===== src/rtl/bpm_pkg.sv =====
package bpm_pkg;

    localparam int ADDR_W = 32;
    localparam int SIZE_W = 3;

    typedef enum logic [1:0] {
        KIND_EXEC  = 2'b00,
        KIND_WRITE = 2'b01,
        KIND_NONE  = 2'b10,
        KIND_RDWR  = 2'b11
    } kind_e;

    typedef enum logic [1:0] {
        SPAN_1   = 2'b00,
        SPAN_2   = 2'b01,
        SPAN_BAD = 2'b10,
        SPAN_4   = 2'b11
    } span_e;

    typedef struct packed {
        logic              en;
        kind_e             kind;
        span_e             span;
        logic [ADDR_W-1:0] addr;
    } slot_t;

    // Number of bytes covered by a length code (0 for the undefined code)
    function automatic logic [2:0] span_bytes(span_e s);
        case (s)
            SPAN_1:  return 3'd1;
            SPAN_2:  return 3'd2;
            SPAN_4:  return 3'd4;
            default: return 3'd0;
        endcase
    endfunction

    // Address with the bits inside the covered span cleared
    function automatic logic [ADDR_W-1:0] span_base(logic [ADDR_W-1:0] a, span_e s);
        logic [ADDR_W-1:0] m;
        case (s)
            SPAN_2:  m = {{(ADDR_W-1){1'b1}}, 1'b0};
            SPAN_4:  m = {{(ADDR_W-2){1'b1}}, 2'b00};
            default: m = '1;
        endcase
        return a & m;
    endfunction

endpackage


===== src/rtl/bpm_slot_regs.sv =====
module bpm_slot_regs
    import bpm_pkg::*;
#(
    parameter int NSLOT = 4,
    localparam int SEL_W = (NSLOT > 1) ? $clog2(NSLOT) : 1
) (
    input  logic                    clk,
    input  logic                    rst,
    input  logic                    we,
    input  logic [SEL_W-1:0]        sel,
    input  logic [ADDR_W-1:0]       addr,
    input  logic [1:0]              kind,
    input  logic [1:0]              len,
    input  logic                    en,
    output slot_t [NSLOT-1:0]       slots
);

    for (genvar i = 0; i < NSLOT; i++) begin : g_slot
        always_ff @(posedge clk) begin
            if (rst) begin
                slots[i] <= '{en: 1'b0, kind: KIND_EXEC, span: SPAN_1, addr: '0};
            end else if (we && (sel == SEL_W'(i))) begin
                slots[i] <= '{en: en, kind: kind_e'(kind), span: span_e'(len), addr: addr};
            end
        end
    end

endmodule


===== src/rtl/bpm_data_cmp.sv =====
module bpm_data_cmp
    import bpm_pkg::*;
(
    input  slot_t              slot,
    input  logic               valid,
    input  logic [ADDR_W-1:0]  addr,
    input  logic [SIZE_W-1:0]  size,
    input  logic               write,
    output logic               hit
);

    logic [ADDR_W:0] lo_slot, hi_slot, lo_acc, hi_acc;
    logic [2:0]      nbytes;
    logic            kind_ok, size_ok, overlap;

    always_comb begin
        nbytes  = span_bytes(slot.span);
        lo_slot = {1'b0, span_base(slot.addr, slot.span)};
        hi_slot = lo_slot + (ADDR_W+1)'(nbytes);    // exclusive end, 33-bit: no wrap
        lo_acc  = {1'b0, addr};
        hi_acc  = lo_acc + (ADDR_W+1)'(size);
        size_ok = (size != '0) && (size <= SIZE_W'(4));
        overlap = (lo_acc < hi_slot) && (lo_slot < hi_acc);
        unique case (slot.kind)
            KIND_RDWR:  kind_ok = 1'b1;
            KIND_WRITE: kind_ok = write;
            default:    kind_ok = 1'b0;
        endcase
        hit = valid && slot.en && kind_ok && size_ok && (nbytes != 3'd0) && overlap;
    end

endmodule


===== src/rtl/bpm_fetch_cmp.sv =====
module bpm_fetch_cmp
    import bpm_pkg::*;
(
    input  slot_t              slot,
    input  logic               valid,
    input  logic [ADDR_W-1:0]  addr,
    input  logic               first,
    output logic               hit
);

    always_comb begin
        hit = valid && first && slot.en
           && (slot.kind == KIND_EXEC)
           && (slot.span == SPAN_1)
           && (addr == slot.addr);
    end

endmodule


===== src/rtl/bpm_matcher.sv =====
module bpm_matcher
    import bpm_pkg::*;
#(
    parameter int NSLOT = 4,
    localparam int SEL_W = (NSLOT > 1) ? $clog2(NSLOT) : 1
) (
    input  logic                  clk,
    input  logic                  rst,
    input  logic                  cfg_we,
    input  logic [SEL_W-1:0]      cfg_sel,
    input  logic [ADDR_W-1:0]     cfg_addr,
    input  logic [1:0]            cfg_kind,
    input  logic [1:0]            cfg_len,
    input  logic                  cfg_en,
    input  logic                  acc_valid,
    input  logic [ADDR_W-1:0]     acc_addr,
    input  logic [SIZE_W-1:0]     acc_size,
    input  logic                  acc_write,
    input  logic                  fch_valid,
    input  logic [ADDR_W-1:0]     fch_addr,
    input  logic                  fch_first,
    output logic [NSLOT-1:0]      hit_vec,
    output logic                  hit_any
);

    slot_t [NSLOT-1:0] slots;
    logic  [NSLOT-1:0] d_hit, f_hit, hit_next;

    bpm_slot_regs #(.NSLOT(NSLOT)) u_regs (
        .clk   (clk),
        .rst   (rst),
        .we    (cfg_we),
        .sel   (cfg_sel),
        .addr  (cfg_addr),
        .kind  (cfg_kind),
        .len   (cfg_len),
        .en    (cfg_en),
        .slots (slots)
    );

    for (genvar i = 0; i < NSLOT; i++) begin : g_cmp
        bpm_data_cmp u_dcmp (
            .slot  (slots[i]),
            .valid (acc_valid),
            .addr  (acc_addr),
            .size  (acc_size),
            .write (acc_write),
            .hit   (d_hit[i])
        );
        bpm_fetch_cmp u_fcmp (
            .slot  (slots[i]),
            .valid (fch_valid),
            .addr  (fch_addr),
            .first (fch_first),
            .hit   (f_hit[i])
        );
    end

    assign hit_next = d_hit | f_hit;

    always_ff @(posedge clk) begin
        if (rst) begin
            hit_vec <= '0;
            hit_any <= 1'b0;
        end else begin
            hit_vec <= hit_next;
            hit_any <= |hit_next;
        end
    end

    // the combined flag register agrees with the vector register
    p_any_matches_vec_r8: assert property (@(posedge clk) disable iff (rst)
        hit_any == (hit_vec != '0));

    // no strobe in the previous cycle means no hit now
    p_no_strobe_no_hit_r8: assert property (@(posedge clk) disable iff (rst)
        !$past(acc_valid || fch_valid) |-> (hit_vec == '0));

    for (genvar i = 0; i < NSLOT; i++) begin : g_chk
        // a disabled, kind-10 or length-10 slot stays quiet
        p_quiet_slot_r6: assert property (@(posedge clk) disable iff (rst)
            hit_vec[i] |-> ($past(slots[i].en) && $past(slots[i].kind) != KIND_NONE
                            && $past(slots[i].span) != SPAN_BAD));
        // a write-only slot needs a data write
        p_write_only_r4: assert property (@(posedge clk) disable iff (rst)
            (hit_vec[i] && $past(slots[i].kind) == KIND_WRITE) |-> $past(acc_valid && acc_write));
        // an instruction slot needs a first-byte fetch at a 1-byte length code
        p_exec_fetch_r5: assert property (@(posedge clk) disable iff (rst)
            (hit_vec[i] && $past(slots[i].kind) == KIND_EXEC)
              |-> $past(fch_valid && fch_first && slots[i].span == SPAN_1));
    end

endmodule


===== config.mk =====
export PLATFORM = sky130hd
export DESIGN_NAME = bpm_matcher
export DESIGN_NICKNAME = d
export VERILOG_FILES = /design/src/rtl/bpm_pkg.sv /design/src/rtl/bpm_slot_regs.sv /design/src/rtl/bpm_data_cmp.sv /design/src/rtl/bpm_fetch_cmp.sv /design/src/rtl/bpm_matcher.sv
export SDC_FILE = /design/constraint.sdc
export NUM_CORES = 1
export LEC_CHECK = 0
export ABC_AREA = 0
export BUFFER_PORTS_ARGS = -buffer_cell sky130_fd_sc_hd__buf_2
export CAP_MARGIN = 20
export CORE_ASPECT_RATIO = 2
export CORE_MARGIN = 2
export CORE_UTILIZATION = 40
export CTS_CLUSTER_DIAMETER = 150
export DETAILED_ROUTE_END_ITERATION = 8
export SYNTH_ARGS = -nofsm -noshare
export SYNTH_HDL_FRONTEND = slang
export SYNTH_SLANG_ARGS = --single-unit

===== constraint.sdc =====
create_clock -name clk -period 5.1 [get_ports clk]
set_input_delay 1.02 -clock clk [delete_from_list [all_inputs] [get_ports clk]]
set_output_delay 1.02 -clock clk [all_outputs]
set_load 0.05 [all_outputs]

### Word level (Yosys, flattened, before mapping)

Index checks and enable logic that the tools add are counted.

| operators by class | value |
|---|---|
| $add $sub $neg | 5 |
| $lt $le $gt $ge | 9 |
| equality and inequality tests | 23 |
| multiplexer cells | 12 |
| bitwise logic cells | 5 |
| reductions and logical operators | 61 |

Operator list:

| cell | number |
|---|---|
| 32-bit by 33-bit < comparator with 1-bit output | 8 |
| 32-bit by 3-bit adder with 33-bit output | 5 |
| 32-bit bitwise AND | 4 |
| 32-bit == test | 4 |
| 1-bit logical AND | 46 |
| 3-bit case mux with 3 select lines | 4 |
| 2-bit == test, second input constant | 10 |
| 2-bit by 1-bit == test with 1-bit output, second input constant | 9 |
| 2-bit logical NOT | 9 |
| 2-bit case mux with 2 select lines | 4 |
| 3-bit nonzero test | 5 |
| 1-bit case mux with 2 select lines | 4 |
| 4-bit bitwise OR | 1 |
| 4-bit OR reduction | 1 |
| 3-bit <= comparator, second input constant | 1 |

| word-level totals | value |
|---|---|
| register bits after elaboration | 153 |
| bits of input ports | 113 |
| word-level logic and storage cells | 133 |

### Longest topological paths before layout

Gate-level depths: netlist (run 1).

| depth | value |
|---|---|
| depth after elaboration | 9 |
| mapped depth | 20 |

### Modules after synthesis

Synthesis (run 1) repeated with hierarchy kept, for this count alone.

| second synthesis, totals | value |
|---|---|
| cells, all modules | 2109 |
| area, all modules | 18225.0 sq um |

By module, submodules not included:

| module | times used | cells an instance | area an instance (sq um) | seq. area each (sq um) |
|---|---|---|---|---|
| bpm_slot_regs | 1 | 523 | 5883.1 | 2962.8 |
| bpm_data_cmp (g_cmp[1].u_dcmp ...) | 2 | 349 | 2695.1 | 0.0 |
| bpm_data_cmp (g_cmp[0].u_dcmp) | 1 | 347 | 2681.3 | 0.0 |
| bpm_data_cmp (g_cmp[2].u_dcmp) | 1 | 347 | 2635.0 | 0.0 |
| bpm_fetch_cmp | 4 | 45 | 370.4 | 0.0 |
| bpm_matcher | 1 | 14 | 153.9 | 100.1 |

### Worst setup path before layout (run 1)

Ideal clock, no wire load.

| path | value |
|---|---|
| path type | input to register |
| from | input acc_addr[1] |
| to | register hit_vec[1] |
| library setup time | 70 ps |
| arrival | 4604 ps |
| data required time | 5030 ps |
| setup slack | 426 ps |
| cell stages on the path | 16 |
| buffers on the path | 1 |
| path through | ha_1 > a21o_1 > a21oi_1 > or4b_1 > buf_2 > nor4_4 > and2_4 > nand3_1 > xor2_1 > ha_1 > and3_1 > a221oi_1 > o21ai_0 > o41a_1 > or3_1 > a21oi_1 |

| between the ends | value |
|---|---|
| longest elaborated chain between the ends | 5 |

RTL lines:

| what | RTL line | RTL |
|---|---|---|
| start, declared | bpm_matcher.sv:16 | `input logic [ADDR_W-1:0] acc_addr,` |
| 32-bit by 3-bit adder with 33-bit output | bpm_data_cmp.sv:21 | `hi_acc = lo_acc + (ADDR_W+1)'(size);` |
| 32-bit by 33-bit < comparator with 1-bit output | bpm_data_cmp.sv:23 | `overlap = (lo_acc < hi_slot) && (lo_slot < hi_acc);` |
| 1-bit logical AND * | bpm_data_cmp.sv:23 |  |
| 1-bit logical AND * | bpm_data_cmp.sv:29 | `hit = valid && slot.en && kind_ok && size_ok && (nbytes != 3'd0) && overlap;` |
| 4-bit bitwise OR * | bpm_matcher.sv:59 | `assign hit_next = d_hit \| f_hit;` |
| end signal, assigned | bpm_matcher.sv:66 | `hit_vec <= hit_next;` |
| end, declared | bpm_matcher.sv:22 | `output logic [NSLOT-1:0] hit_vec,` |

Every way passes the cells marked *; elsewhere a longest branch is shown, timed or not.
A chain may end at the register's enable or synchronous reset.

### Worst setup path in the final report (run 1)

| path | value |
|---|---|
| from | register, netlist name u_regs.slots[143] |
| to | register hit_vec[3] |

| between the ends | value |
|---|---|
| longest elaborated chain between the ends | 8 |

RTL lines:

| what | RTL line | RTL |
|---|---|---|
| 2-bit == test / 2-bit by 1-bit == test with 1-bit output (equally long branches) | bpm_pkg.sv:29, bpm_pkg.sv:40 |  |
| 2-bit case mux with 2 select lines | bpm_pkg.sv:40 | `case (s)` |
| 32-bit bitwise AND | bpm_pkg.sv:45 | `return a & m;` |
| 32-bit by 3-bit adder with 33-bit output | bpm_data_cmp.sv:19 | `hi_slot = lo_slot + (ADDR_W+1)'(nbytes);` |
| 32-bit by 33-bit < comparator with 1-bit output | bpm_data_cmp.sv:23 |  |
| 1-bit logical AND | bpm_data_cmp.sv:23 |  |
| 1-bit logical AND | bpm_data_cmp.sv:29 |  |
| 4-bit bitwise OR * | bpm_matcher.sv:59 |  |

Marked as above.

==> results.ini, run 1 <==
[yosys]
post_synth_inst_count=2022
synth_top_cells_by_count=nand2_1, ha_1, a21oi_1
synth_edf_count=0
synth_flop_cell=dfxtp_1
netlist.top_cell.by_area=ha_1
most_common_cell_in_the_synthesized_netlist=nand2_1
post_synth_top_area_share_pct=21.1
syn_avg_cell_area_um2=7.70
synth-seq-area-share_pct=19.7
asyncSetResetFlopFracSynth_pct=0
synthesis.area_mm2=0.0156
synth_fp_nets=2403
synth_area_leaders=ha_1, dfxtp_1, xor2_1, nand2_1, a21oi_1
ys_ff_latch=153
yosysWarningCount=0
synth.distinct_cells=67

[finish]
area_delta_synth_final_pct=19.0
antenna-diode-count=0
share_of_layout_cells_above_drive_strength_1_pct=15.2
layout.nets=2646

[clocking]
ctsHtreeMaxLevel=4
tritoncts.num_buffers=17
post-cts-setup-buffers=0
worst_skew_pair.late_latency_ns=0.46
clock_sinks=153
cts_tree=yes
cts_hold_buffers=0
clockBufferDepth=2
cts_root_buffer=clkbuf_16
clkSlewWorstSetupHoldPaths_ns=0.07

[grt]
grt_overflow_total=0
global_route_wire_length_before_repair_mm=106
grtUsageTotal_pct=36.2
first_global_vias=16300
grt_max_degree=111
grt_antenna_before_repair=0

[placement]
io_buffer_count=117
post-dp-hpwl_mm=61.0
globalplace.congestion=1.07

[timing]
clock.fmax_mhz=202
final-max-slew-violation-count=0
relSlewSlack_pct=29.8
fin_worst_skew_ns=0.00819
setup_violations=0
tns_ns=0
share_of_the_clock_period_used_by_the_worst_path_pct=97.3
worst-slew-pin-transition_ns=1.05
grt_setup_unrepaired=no
hold_viol=0
timing.final.crit_period_ns=4.96
timing.hold.ws_ns=0.473

[status]
outcome=finished clean

[worst_setup_path]
timing.setup.critical_path_class=flop to flop
worst-endpoint-required_ns=5.43
critical-path-top-delay-family=simple AND/OR/NAND/NOR gates
critical_path_peak_fanout=4
critical_path_buf_inv_count=7
crit_path_start_kind=flop
critical_path_arrival_ns=5.30
crit_path_top_delay_cell=a311o_1
worstSetupEndpointType=flop
critical-path-max-stage-delay_ns=0.37
cpMostUsedCell=buf_4

[floorplanning]
io_pins=118
fp.dieW_um=144
starting_density_of_the_core_pct=40.4
design.core.area_mm2=0.0385
die_area_mm2=0.0406
rows=102
die-height_um=283

[detailed_routing]
route.final.wire_length_mm=73.7
drt-initial-drc-count=1120
first_pass_iters=5
detailroute.via_count=16600
routedWlPerCell_um=26.3
via_per_inst=5.93
ant_nets=0
drc=0

[hold_path]
min_path_type=flop to flop

[pwr]
power_density_mw_per_mm2=194
power_leakage_nw=7.94
worst_ir_drop_vdd_mv=0.250
p_total_mw=3.60

[job]
cap_viol_max_count=0

## through the flow
step / instances / util (%) / cell area [um^2] / setup slack [ns]
after floorplan: 2022 / - / 15600 / 0.426
after global placement: 2765 / 46.4 / 17900 / -0.197
after detailed placement: 2766 / 46.5 / 17900 / -0.362
after CTS: 2798 / 48.1 / 18500 / 0.132
after global routing: 2798 / 48.1 / 18500 / 0.00191
final: 2798 / 48.1 / 18500 / 0.137
## cell type report
class	instances	area [um^2]
inverter	29	109
tap	520	651
sequential	153	3060
clock buffer	20	437
timing repair buffer	294	1950
clock inverter	12	166
multi-input combinational	1770	12200
fill	3954	20000
## layer usage
| metal | up-vias | global-route usage, % | wire, um |
|---|---|---|---|
| met1 | 7859 | 35.7 | 24600 |
| met3 | 297 | 4.58 | 3270 |
| met2 | 699 | 64.0 | 37600 |
| met5 | - | 0 | 0 |
| met4 | 0 | 32.8 | 8280 |
| li1 | 7728 | - | - |
## power breakdown
group | internal (mW) | total [mW] | switching (mW)
Combinational | 0.358 | 0.938 | 0.581
Clock | 0.777 | 1.35 | 0.576
Sequential | 1.23 | 1.31 | 0.0744
Total | 2.37 | 3.60 | 1.23
## worst reg2reg max path, stage by stage (launching register included)
cell	delay [ns]
dfxtp_1	0.32
buf_4	0.14
nor2b_1	0.27
ha_1	0.25
a21o_1	0.12
a21oi_1	0.09
nand2b_1	0.19
buf_12	0.15
nor3_1	0.30
buf_4	0.21
and2_1	0.21
nand3_1	0.10
buf_4	0.20
nor2_1	0.13
xnor2_1	0.08
ha_1	0.31
nand4_1	0.11
nor2_1	0.13
buf_4	0.15
o21ai_0	0.09
buf_4	0.18
a21oi_1	0.25
a211oi_1	0.12
a311o_1	0.37
o21ai_0	0.16
buf_4	0.17
nor2_1	0.03
## worst paths after layout
| kind | from | endpoint | slack (ns) | depth (start not counted) |
|---|---|---|---|---|
| min | u_regs.slots[146]$_SDFFE_PP0P_ | u_regs.slots[146]$_SDFFE_PP0P_ | 0.47 | 2 |
| min reg2reg | u_regs.slots[146]$_SDFFE_PP0P_ | u_regs.slots[146]$_SDFFE_PP0P_ | 0.47 | 2 |
| max | u_regs.slots[143]$_SDFFE_PP0P_ | hit_vec[3]$_SDFF_PP0_ | 0.14 | 26 |
| max reg2reg | u_regs.slots[143]$_SDFFE_PP0P_ | hit_vec[3]$_SDFF_PP0_ | 0.14 | 26 |
## state kept, by name, indices dropped and copies added, names as in the netlist
register	flops
u_regs.slots	148
hit_vec	4
hit_any	1
## cell families (layout without fill, tap and decap cells)
kind of cell               after synthesis  after routing  synth area share [%]
AOI/OAI and AO/OA                      409            409                  15.3
DFF                                    153            153                  19.7
buffers and inverters                   99            355                  2.48
xor gates and xnor gates               278            278                  15.6
and+or+nand+nor                        815            815                  25.1
adders and majority gates              268            268                  21.8
## what timing repair did
action	4_1_cts	5_1_grt
gates resized for setup	0	5
hold endpoints to repair	0	0
endpoints found under the setup margin	0	4
## cell usage in the layout, fill, tap and decap left out, drive strengths merged, types with 4 or more instances in the layout
| master | netlist | final |
|---|---|---|
| a2111oi | 5 | 5 |
| a211o | 5 | 5 |
| a211oi | 20 | 20 |
| a21o | 39 | 39 |
| a21oi | 234 | 234 |
| a31oi | 5 | 5 |
| and2 | 16 | 16 |
| and3 | 29 | 29 |
| and4 | 21 | 21 |
| buf | 11 | 294 |
| clkbuf | 59 | 20 |
| clkinvlp | 0 | 4 |
| dfxtp | 153 | 153 |
| fa | 5 | 5 |
| ha | 263 | 263 |
| inv | 29 | 32 |
| nand2 | 390 | 390 |
| nand2b | 13 | 13 |
| nand3 | 80 | 80 |
| nand4 | 62 | 62 |
| nand4b | 4 | 4 |
| nor2 | 88 | 88 |
| nor2b | 18 | 18 |
| nor3 | 23 | 23 |
| nor4 | 46 | 46 |
| o2111ai | 5 | 5 |
| o211ai | 8 | 8 |
| o21a | 5 | 5 |
| o21ai | 56 | 56 |
| o221ai | 4 | 4 |
| o22ai | 4 | 4 |
| or2 | 4 | 4 |
| or3 | 6 | 6 |
| xnor2 | 77 | 77 |
| xor2 | 201 | 201 |
No activity file was read; power rests on OpenSTA's default activity.
==> run 2: changes to the inputs <==
--- a/config.mk
+++ b/config.mk
@@ -9,7 +9,6 @@
 export BUFFER_PORTS_ARGS = -buffer_cell sky130_fd_sc_hd__buf_2
 export CAP_MARGIN = 20
 export CORE_ASPECT_RATIO = 2
-export CORE_MARGIN = 2
 export CORE_UTILIZATION = 40
 export CTS_CLUSTER_DIAMETER = 150
 export DETAILED_ROUTE_END_ITERATION = 8
==> run 2 against run 1 <==
Compared with the run above: die area is 2.1% lower; setup slack better by 0.075 ns; largest cell class unchanged; cell area is 0.16% higher; register-to-register slack better by 0.08 ns; flip-flop and latch count stayed put; largest power group unchanged; count of clock-buffer cells in the layout is 2 lower; via count is 0.86% lower.
==> results.ini, run 2 (synthesized netlist as in run 1, its figures left out) <==
[clocking]
tritoncts.num_buffers=17
ctsHtreeMaxLevel=4
clkSlewWorstSetupHoldPaths_ns=0.07
cts_hold_buffers=0
cts_tree=yes
cts_root_buffer=clkbuf_16
clockBufferDepth=2
clock_sinks=153
worst_skew_pair.late_latency_ns=0.46

[worst_setup_path]
setup.worst_path.start=acc_size[1]
crit_path_start_kind=input pin
r2r_cells=24
timing.setup.critical_path_class=input pin to flop
destination_of_the_worst_register_to_register_timing_path=hit_vec[3]$_SDFF_PP0_
critical_path_arrival_ns=5.27
worst-endpoint-required_ns=5.48
crit_end=hit_any$_SDFF_PP0_
reg2reg_slack_ns=0.22
reg_to_reg_start=u_regs.slots[143]$_SDFFE_PP0P_
critical_path_peak_fanout=4
worstSetupEndpointType=flop

[pwr]
p_int_mw=2.34
switching_share_pct=35.3
worst_ir_drop_vdd_mv=0.254
p_total_mw=3.62
power_density_mw_per_mm2=195
netSwitchingPower_mw=1.28
power_leakage_nw=7.97
power.combinational.fraction_pct=25.9
p_seq_share_pct=35.9
share_clk_of_total_power_pct=38.2

[detailed_routing]
highest-signal-layer=met4
sum_of_met2_wire_segment_lengths_after_detailed_routing_mm=36.7
routedWlPerCell_um=26.2
ant_nets=0
route.final.wire_length_mm=73.3
detailroute.via_count=16400
met3_wirelength_mm=3.50
first_pass_iters=5
wl_met1_mm=24.4
drc=0
drt-initial-drc-count=1056
via_per_inst=5.89

[floorplanning]
starting_density_of_the_core_pct=40.8
die_area_mm2=0.0398
io_pins=118
die-height_um=281
design.core.area_mm2=0.0382
rows=101
fp.dieW_um=142

[timing]
final-max-slew-violation-count=0
grt_setup_unrepaired=no
setup_violations=0
share_of_the_clock_period_used_by_the_worst_path_pct=95.8
fin_worst_skew_ns=0.00669
timing.final.ws_setup_ns=0.212
timing.final.crit_period_ns=4.89
hold_viol=0
clock.fmax_mhz=205
timing.hold.ws_ns=0.479
relSlewSlack_pct=30.9
worst-slew-pin-transition_ns=1.04

[finish]
fill_cells=3909
share_of_layout_cells_above_drive_strength_1_pct=15.4
multi_input_comb_area_mm2=0.0122
largest_register_ff_count=148
area_delta_synth_final_pct=19.2
reg.largest.list=u_regs.slots: 148 flops, hit_vec: 4 flops, hit_any: 1 flops
mostFrequentLayoutCells=nand2_1, ha_1, a21oi_1, xor2_1, buf_4
final_common_cell=nand2_1
max_flop_register=u_regs.slots
post_layout_nonfiller_instances=2793
layout.nets=2646
antenna-diode-count=0
area_taken_by_flip_flops_and_latches_mm2=0.00306
finish.utilization_pct=48.7

[placement]
globalplace.congestion=1.07
io_buffer_count=117
post-dp-hpwl_mm=60.5
post-place-cells=2758
post-place-ws_ns=-0.186

[status]
outcome=finished clean

[grt]
grt_antenna_before_repair=0
first_global_vias=16400
grt_max_degree=128
global_route_wire_length_before_repair_mm=105
grtUsageTotal_pct=37.3
grt_overflow_total=0

[job]
cap_viol_max_count=0

[hold_path]
min_path_type=flop to flop

run 2: cell types whose count changed in the layout (fill, tap and decap cells not counted), sizes merged:
cell,previous run,this run
clkbuf,20,18
clkinvlp,4,2
bufinv,3,2
clkinv,2,1
inv,32,38
run 2: how the worst min path moves through the flow:
stage | from | end | slack (ns) | cells past startpoint
floorplan | u_regs.slots[73]$_SDFFE_PP0P_ | u_regs.slots[73]$_SDFFE_PP0P_ | 0.45 | 2
global placement | u_regs.slots[109]$_SDFFE_PP0P_ | u_regs.slots[109]$_SDFFE_PP0P_ | 0.46 | 2
detailed placement | u_regs.slots[73]$_SDFFE_PP0P_ | u_regs.slots[73]$_SDFFE_PP0P_ | 0.47 | 2
CTS | u_regs.slots[36]$_SDFFE_PP0P_ | u_regs.slots[36]$_SDFFE_PP0P_ | 0.48 | 2
global route | u_regs.slots[110]$_SDFFE_PP0P_ | u_regs.slots[110]$_SDFFE_PP0P_ | 0.50 | 2
finish | u_regs.slots[36]$_SDFFE_PP0P_ | u_regs.slots[36]$_SDFFE_PP0P_ | 0.48 | 2
run 2: metrics by stage:
stage          setup TNS [ns]  instance area, um^2
2_1_floorplan               0                15600
3_3_place_gp           -0.483                17900
3_5_place_dp           -0.500                17900
4_1_cts                     0                18500
5_1_grt                     0                18600
6_report                    0                18600
run 2: timing repair:
action	CTS	global route
setup endpoints to repair	0	4
setup buffers	0	1
resized for setup	0	7
run 2: worst max-delay path, stage by stage:
cell	delay, ns
buf_2	0.12
ha_1	0.27
a21o_1	0.11
a21oi_1	0.17
or4b_1	0.74
buf_4	0.23
nor2_1	0.12
xnor2_1	0.16
buf_4	0.17
ha_1	0.21
and2_0	0.15
a221o_1	0.29
a2111oi_0	0.77
buf_4	0.23
a2111oi_0	0.09
nor2_1	0.11
a31oi_1	0.12
a41oi_1	0.18
run 2: metal layers:
layer / vias to the layer above / GRT usage, %
met4: 0 / 38.2
met3: 344 / 5.40
li1: 7723 / -
met5: - / 0
met2: 717 / 66.7
met1: 7656 / 35.3
run 2: power groups by stage:
stage	Sequential, mW	Clock (mW)	Combinational (mW)
CTS	1.30	1.40	0.919
global route	1.30	1.44	1.02
floorplan	1.30	0	0.480
detailed placement	1.33	0	0.912
global placement	1.33	0	0.899
finish	1.30	1.38	0.937
run 2: layout make-up:
| class | count | area share [%] |
|---|---|---|
| Multi-Input combinational cell | 1770 | 65.6 |
| Sequential cell | 153 | 16.5 |
| Timing Repair Buffer | 294 | 10.6 |
| Tap cell | 515 | 3.47 |
| Clock buffer | 18 | 2.37 |
| Clock inverter | 14 | 0.916 |
| Inverter | 29 | 0.586 |
